### config.mk
export PLATFORM = sky130hd
export DESIGN_NAME = shared_bus_arbiter
export DESIGN_NICKNAME = d
export VERILOG_FILES = /design/src/rtl/arb_pkg.sv /design/src/rtl/arb_rr_pick.sv /design/src/rtl/arb_credit_ctl.sv /design/src/rtl/shared_bus_arbiter.sv
export SDC_FILE = /design/constraint.sdc
export NUM_CORES = 1
export LEC_CHECK = 0
export ABC_CLOCK_PERIOD_IN_PS = 13450
export BUFFER_PORTS_ARGS = -buffer_cell sky130_fd_sc_hd__clkbuf_2
export CORE_MARGIN = 3
export CORE_UTILIZATION = 30
export DETAILED_ROUTE_END_ITERATION = 12
export PLACE_DENSITY = 0.5
export SLEW_MARGIN = 20
export SYNTH_ARGS = -nofsm -noshare
export SYNTH_HDL_FRONTEND = slang
export SYNTH_SLANG_ARGS = --single-unit
### constraint.sdc
create_clock -name clk -period 13.45 [get_ports clk]
set_input_delay 1.345 -clock clk [delete_from_list [all_inputs] [get_ports clk]]
set_output_delay 1.345 -clock clk [all_outputs]
set_load 0.05 [all_outputs]
### src/rtl/arb_pkg.sv
// Package shared by the bus arbiter modules.
// Assumes: index 0 of the request vector belongs to the processor.
package arb_pkg;

    // Allocation policy, selected by the 1-bit configuration input.
    typedef enum logic {
        ARB_MODE_RR  = 1'b0,
        ARB_MODE_WRR = 1'b1
    } arb_mode_e;

    // Master index of the processor, which takes all leftover slots.
    localparam int unsigned ARB_CPU_ID = 0;

endpackage

### src/rtl/arb_rr_pick.sv
// Rotating priority search over the peripheral requests.
// Returns the first requester after position 'last', wrapping around, so the
// last winner itself has the lowest priority.
// Assumes: last < NP.
module arb_rr_pick #(
    parameter int unsigned NP = 5,
    parameter int unsigned PW = 3
) (
    input  logic [NP-1:0] req_p,
    input  logic [PW-1:0] last,
    output logic          found,
    output logic [PW-1:0] pick
);

    // Scan the distances from the farthest down to the nearest; the nearest requester wins.
    always_comb begin
        int idx;
        found = 1'b0;
        pick  = '0;
        idx   = 0;
        for (int k = NP; k >= 1; k--) begin
            idx = (int'(last) + k) % NP;
            if (req_p[idx]) begin
                found = 1'b1;
                pick  = PW'(idx);
            end
        end
    end

endmodule

### src/rtl/arb_credit_ctl.sv
// Turn pointer and run counter for the peripherals.
// Decides whether the last winner keeps the bus (weighted mode, weight left)
// or whether the rotating search result takes over. State moves only on
// arbitration points (dec_en).
// Assumes: weights are stable while a run is counted.
module arb_credit_ctl
    import arb_pkg::*;
#(
    parameter int unsigned NP = 5,
    parameter int unsigned WW = 4,
    parameter int unsigned PW = 3
) (
    input  logic             clk,
    input  logic             rst_n,
    input  logic             dec_en,
    input  arb_mode_e        mode,
    input  logic [NP*WW-1:0] cfg_weight,
    input  logic [NP-1:0]    req_p,
    input  logic             rr_found,
    input  logic [PW-1:0]    rr_pick,
    output logic [PW-1:0]    last_q,
    output logic [PW-1:0]    sel,
    output logic             sel_valid
);

    logic [WW-1:0] eff_w [NP];
    logic [WW-1:0] cnt_q;
    logic          stay;

    // Effective weight per peripheral; zero is promoted to one.
    for (genvar i = 0; i < NP; i++) begin : g_eff
        assign eff_w[i] = (cfg_weight[i*WW +: WW] == '0) ? WW'(1) : cfg_weight[i*WW +: WW];
    end

    // Keep the current winner while it requests and has weight left.
    always_comb begin
        stay      = (mode == ARB_MODE_WRR) && req_p[last_q] && (cnt_q < eff_w[last_q]);
        sel       = stay ? last_q : rr_pick;
        sel_valid = rr_found;
    end

    // Advance the turn pointer and the run counter at each decision.
    always_ff @(posedge clk) begin
        if (!rst_n) begin
            last_q <= PW'(NP - 1);
            cnt_q  <= '1;
        end else if (dec_en) begin
            if (!rr_found) begin
                cnt_q <= '1;
            end else if (stay) begin
                cnt_q <= cnt_q + 1'b1;
            end else begin
                last_q <= rr_pick;
                cnt_q  <= WW'(1);
            end
        end
    end


    run_len_chk: assert property (@(posedge clk) disable iff (!rst_n)
        (dec_en && rr_found) |=> ((cnt_q != '0) && (cnt_q <= eff_w[last_q])));

endmodule

### src/rtl/shared_bus_arbiter.sv
// Central arbiter for a shared internal bus.
// Grants one master per block transfer and holds the grant until xfer_done.
// Peripherals (masters 1..N_MST-1) share the bus by plain or weighted
// rotation; the processor (master 0) receives every slot no peripheral wants
// and is the parked owner when the bus is idle.
// Assumes: a peripheral keeps its request high until it is granted.
module shared_bus_arbiter
    import arb_pkg::*;
#(
    parameter int unsigned N_MST    = 6,
    parameter int unsigned WEIGHT_W = 4
) (
    input  logic                         clk,
    input  logic                         rst_n,
    input  logic [N_MST-1:0]             req,
    input  logic                         xfer_done,
    input  logic                         cfg_mode,
    input  logic [(N_MST-1)*WEIGHT_W-1:0] cfg_weight,
    output logic [N_MST-1:0]             grant,
    output logic                         blk_active
);

    localparam int unsigned NP  = N_MST - 1;
    localparam int unsigned PW  = (NP > 1) ? $clog2(NP) : 1;
    localparam int unsigned IDW = $clog2(N_MST);

    logic [NP-1:0]  req_p;
    logic           dec_en;
    logic           rr_found;
    logic [PW-1:0]  rr_pick;
    logic [PW-1:0]  last_q;
    logic [PW-1:0]  sel;
    logic           sel_valid;
    logic [IDW-1:0] owner_q;
    logic           active_q;

    // Peripheral requests and the arbitration-point strobe.
    always_comb begin
        req_p  = req[N_MST-1:1];
        dec_en = !active_q || xfer_done;
    end

    arb_rr_pick #(
        .NP (NP),
        .PW (PW)
    ) u_pick (
        .req_p (req_p),
        .last  (last_q),
        .found (rr_found),
        .pick  (rr_pick)
    );

    arb_credit_ctl #(
        .NP (NP),
        .WW (WEIGHT_W),
        .PW (PW)
    ) u_credit (
        .clk        (clk),
        .rst_n      (rst_n),
        .dec_en     (dec_en),
        .mode       (arb_mode_e'(cfg_mode)),
        .cfg_weight (cfg_weight),
        .req_p      (req_p),
        .rr_found   (rr_found),
        .rr_pick    (rr_pick),
        .last_q     (last_q),
        .sel        (sel),
        .sel_valid  (sel_valid)
    );

    // Register the owner at each arbitration point; leftover slots go to the processor.
    always_ff @(posedge clk) begin
        if (!rst_n) begin
            owner_q  <= IDW'(ARB_CPU_ID);
            active_q <= 1'b0;
        end else if (dec_en) begin
            if (sel_valid) begin
                owner_q  <= IDW'(sel) + IDW'(1);
                active_q <= 1'b1;
            end else begin
                owner_q  <= IDW'(ARB_CPU_ID);
                active_q <= req[ARB_CPU_ID];
            end
        end
    end

    // Decode the owner into the one-hot grant.
    always_comb begin
        grant          = '0;
        grant[owner_q] = 1'b1;
        blk_active     = active_q;
    end


    grant_onehot_chk: assert property (@(posedge clk) disable iff (!rst_n)
        $countones(grant) == 1);


    periph_first_chk: assert property (@(posedge clk) disable iff (!rst_n)
        (dec_en && (|req_p)) |=> (!grant[0] && blk_active));


    cpu_default_chk: assert property (@(posedge clk) disable iff (!rst_n)
        (dec_en && !(|req_p)) |=> grant[0]);


    cpu_idle_chk: assert property (@(posedge clk) disable iff (!rst_n)
        (dec_en && !(|req_p) && !req[0]) |=> !blk_active);


    hold_chk: assert property (@(posedge clk) disable iff (!rst_n)
        (blk_active && !xfer_done) |=> ($stable(grant) && blk_active));

    // Effective weight of peripheral j, used for the wait bound.
    function automatic logic [7:0] eff_of(input int j);
        logic [WEIGHT_W-1:0] w;
        w = cfg_weight[j*WEIGHT_W +: WEIGHT_W];
        return (w == '0) ? 8'd1 : 8'(w);
    endfunction

    // wait counter per peripheral: grants to others while it waits.
    for (genvar i = 0; i < NP; i++) begin : g_wait
        logic [7:0] wait_q;
        logic [7:0] bound;

        // Sum of the other peripherals' effective weights.
        always_comb begin
            bound = '0;
            for (int j = 0; j < NP; j++) begin
                if (j != i) bound = bound + eff_of(j);
            end
        end

        // Count decisions lost while requesting; clear when served or idle.
        always_ff @(posedge clk) begin
            if (!rst_n) begin
                wait_q <= '0;
            end else if (dec_en) begin
                if (req_p[i] && sel_valid && (sel != PW'(i))) wait_q <= wait_q + 8'd1;
                else                                         wait_q <= '0;
            end
        end


        wait_bound_chk: assert property (@(posedge clk) disable iff (!rst_n)
            wait_q <= bound);
    end

endmodule

==> flow_metrics.py <==
metrics = {
    "grt": {
        "antenna_found_initial": 0,
        "grt_use_met3_pct": 1.47,
        "grt_max_degree": 57,
        "grt_pass1_wl_microns": 14100,
        "overflow": 0,
        "grt_pass1_vias": 2863,
        "met1_usage_pct": 21.2,
        "gr-usage-met2_pct": 24.8,
        "grt_use_total_pct": 14.8,
        "grt.busiest_layer": "met2",
    },
    "flow_run": {
        "maxCapViolCount": 0,
    },
    "clock_network": {
        "tritoncts": "done",
        "cts.sinks": 11,
        "cts_root_buffer": "clkbuf_8",
        "clkLatencyLatePin_ns": 0.23,
        "post_cts_buffers": 0,
        "cts_hold_buffers": 0,
        "ctsHtreeMaxLevel": 1,
        "clock_path_buffers": 2,
        "cts_buffers": 3,
        "post_cts_resized": 0,
        "path_clk_slew_ns": 0.05,
    },
    "yosys": {
        "synth_ff_type": "dfxtp_1",
        "syn_nets": 458,
        "synth-warning-count": 0,
        "synth_compound_gate_area_share_pct": 36.7,
        "synth_top_family_by_area": "compound AO/OA/AOI/OAI gates",
        "ys_seq_elements": 11,
        "yosys.area.top_type": "ha_1",
        "synth_edf_count": 0,
        "postSynthAreaPerCell_sq_um": 7.44,
        "synth-simple-area-share_pct": 24.7,
        "asyncSetResetFlopFracSynth_pct": 0,
        "synth_top_area_share_pct": 13.1,
        "synthCells": 397,
        "ys_seq_area_share_pct": 7.46,
        "netlist_area_sq_mm": 0.00295,
        "synth-xor-area-share_pct": 3.60,
        "yosys-top-cells-area": "ha_1 (13%), dfxtp_1 (7.5%), o21ai_0 (4.6%)",
        "yosys.area_share.adder_pct": 13.1,
        "yosysUniqueCellTypes": 74,
        "muxShareOfSynthArea_pct": 7.08,
    },
    "timing": {
        "relSlewSlack_pct": 38.0,
        "post-route-period-util_pct": 43.4,
        "fin_crit_ns": 5.83,
        "hold_violations": 0,
        "rsz0062_at_grt": "no",
        "setup_viol": 0,
        "worst_slew_pin_slew_ns": 0.928,
        "fmax_ghz": 0.171,
        "final-max-slew-violation-count": 0,
        "fin_skew_ns": 0.000984,
        "fin_tns_setup_ns": 0,
    },
    "die": {
        "die_height_microns": 105,
        "rows": 35,
        "core_area_sq_mm": 0.00942,
        "dieArea_sq_mm": 0.0111,
        "ios": 37,
        "die_x_microns": 105,
        "start_util_pct": 31.4,
    },
    "detailed_routing": {
        "ant_nets": 0,
        "routed_via_density": 5.80,
        "route.vias.total": 3131,
        "wire_per_inst_microns": 15.6,
        "drt-total-wl_microns": 8420,
        "drcViolationCount": 0,
        "drtPass1Iterations": 5,
        "first_iter_violations": 275,
    },
    "cells_and_area": {
        "layout_commonest_cell": "clkbuf_2",
        "final_area_sq_mm": 0.00323,
        "syn2layout_area_growth_pct": 9.53,
        "drive_above_1_share_pct": 17.3,
        "fin_nets": 473,
        "n_antenna_cell": 0,
        "final_cell_mix": "clkbuf_2 (36), ha_1 (31), o21ai_0 (27), nand2_1 (26), nor3_1 (21)",
        "fin_util_pct": 34.4,
    },
    "status": {
        "status": "finished clean",
    },
    "setup_path": {
        "arrival_ns": 5.99,
        "rrSetupSlack_ns": 7.62,
        "endpoint_kind": "flop",
        "r2r_start": "u_credit.last_q[0]$_SDFFE_PN0P_",
        "worstPathRequired_ns": 13.61,
        "cp_max_fo": 56,
        "start_kind": "flop",
        "worstSetupPathType": "reg -> reg",
        "startpoint": "u_credit.last_q[0]$_SDFFE_PN0P_",
    },
    "place": {
        "portBuffers": 36,
        "gp_congestion": 0.871,
        "hpwl_microns": 6170,
        "place_area_sq_mm": 0.00319,
    },
    "min_path": {
        "hold_path_class": "reg -> reg",
        "worstHoldStart": "u_credit.cnt_q[3]$_SDFFE_PN1P_",
    },
}
[cells in the mapped netlist (5+ instances only)]
cell / instances
a21oi_1: 18
nor3b_1: 8
nor3_1: 21
mux2i_1: 13
buf_2: 7
inv_1: 19
ha_1: 31
nor2b_1: 8
nor2_1: 19
and3b_1: 5
dfxtp_1: 11
nand2b_1: 9
clkbuf_1: 18
and2_1: 6
o22ai_1: 5
a211oi_1: 5
o21ai_0: 27
nand2_1: 26
and3_1: 5
a31oi_1: 6
o211ai_1: 9
nand3_1: 11
a221o_1: 7
xnor2_1: 9
[metal layers]
metal  part of all wire, %  vias up
met5                     0        -
met4                  0.78        0
met2                    46      100
li1                      -     1553
met3                   6.0        6
met1                    48     1472
[cell type report]
cell class                 instances  area (sq um)
clock buffer                       4          45.0
fill                            1021          6180
tap                              129           161
timing repair buffer              40           210
multi-input combinational        335          2520
sequential                        11           221
inverter                          21          78.8
[through the flow]
step / std cells / setup WS, ns / hold WS (ns)
4_1_cts: 540 / 7.72 / 0.517
2_1_floorplan: 397 / 7.69 / 0.467
3_3_place_gp: 536 / 7.97 / 0.498
5_1_grt: 540 / 7.15 / 0.543
3_5_place_dp: 536 / 7.73 / 0.509
6_report: 540 / 7.62 / 0.512
[worst max-delay path, stage by stage, from the launching register on]
cell	delay, ns
dfxtp_2	0.31
buf_4	0.47
inv_1	0.23
ha_1	0.69
inv_1	0.19
ha_1	0.29
or3b_2	0.45
o22ai_1	0.15
or2_2	0.20
ha_1	0.20
nand2b_1	0.09
o2111ai_1	0.12
o211ai_2	0.25
mux2i_1	0.38
o211ai_1	0.15
a31oi_1	0.37
nor4_1	0.13
a21boi_0	0.16
o22ai_1	0.18
o21ai_0	0.11
ha_1	0.21
nor3_1	0.19
nand3_1	0.10
o211ai_1	0.09
[path summary, 6_finish.rpt]
check / endpoint / depth (start not counted)
worst min register to register: u_credit.cnt_q[3]$_SDFFE_PN1P_ / 2
worst max register to register: owner_q[2]$_SDFFE_PN0P_ / 23
worst max-delay path: owner_q[2]$_SDFFE_PN0P_ / 23
worst min-delay path: u_credit.cnt_q[3]$_SDFFE_PN1P_ / 2
[registers in the layout, summed over array words and instances (netlist names)]
name / flops
owner_q: 3
u_credit.cnt_q: 4
u_credit.last_q: 3
blk_active: 1
[cell families (layout without fill, tap and decap cells)]
kind of cell               count (synthesis)  after routing
AOI/OAI and AO/OA                        140            140
and+or+nand+nor                          135            135
buffers and inverters                     51             65
adders and majority gates                 31             31
muxes                                     19             19
DFF                                       11             11
xor gates and xnor gates                  10             10
Power is not shown: default switching activity piles up to over one toggle a cycle in this logic, so the estimate is an artifact.
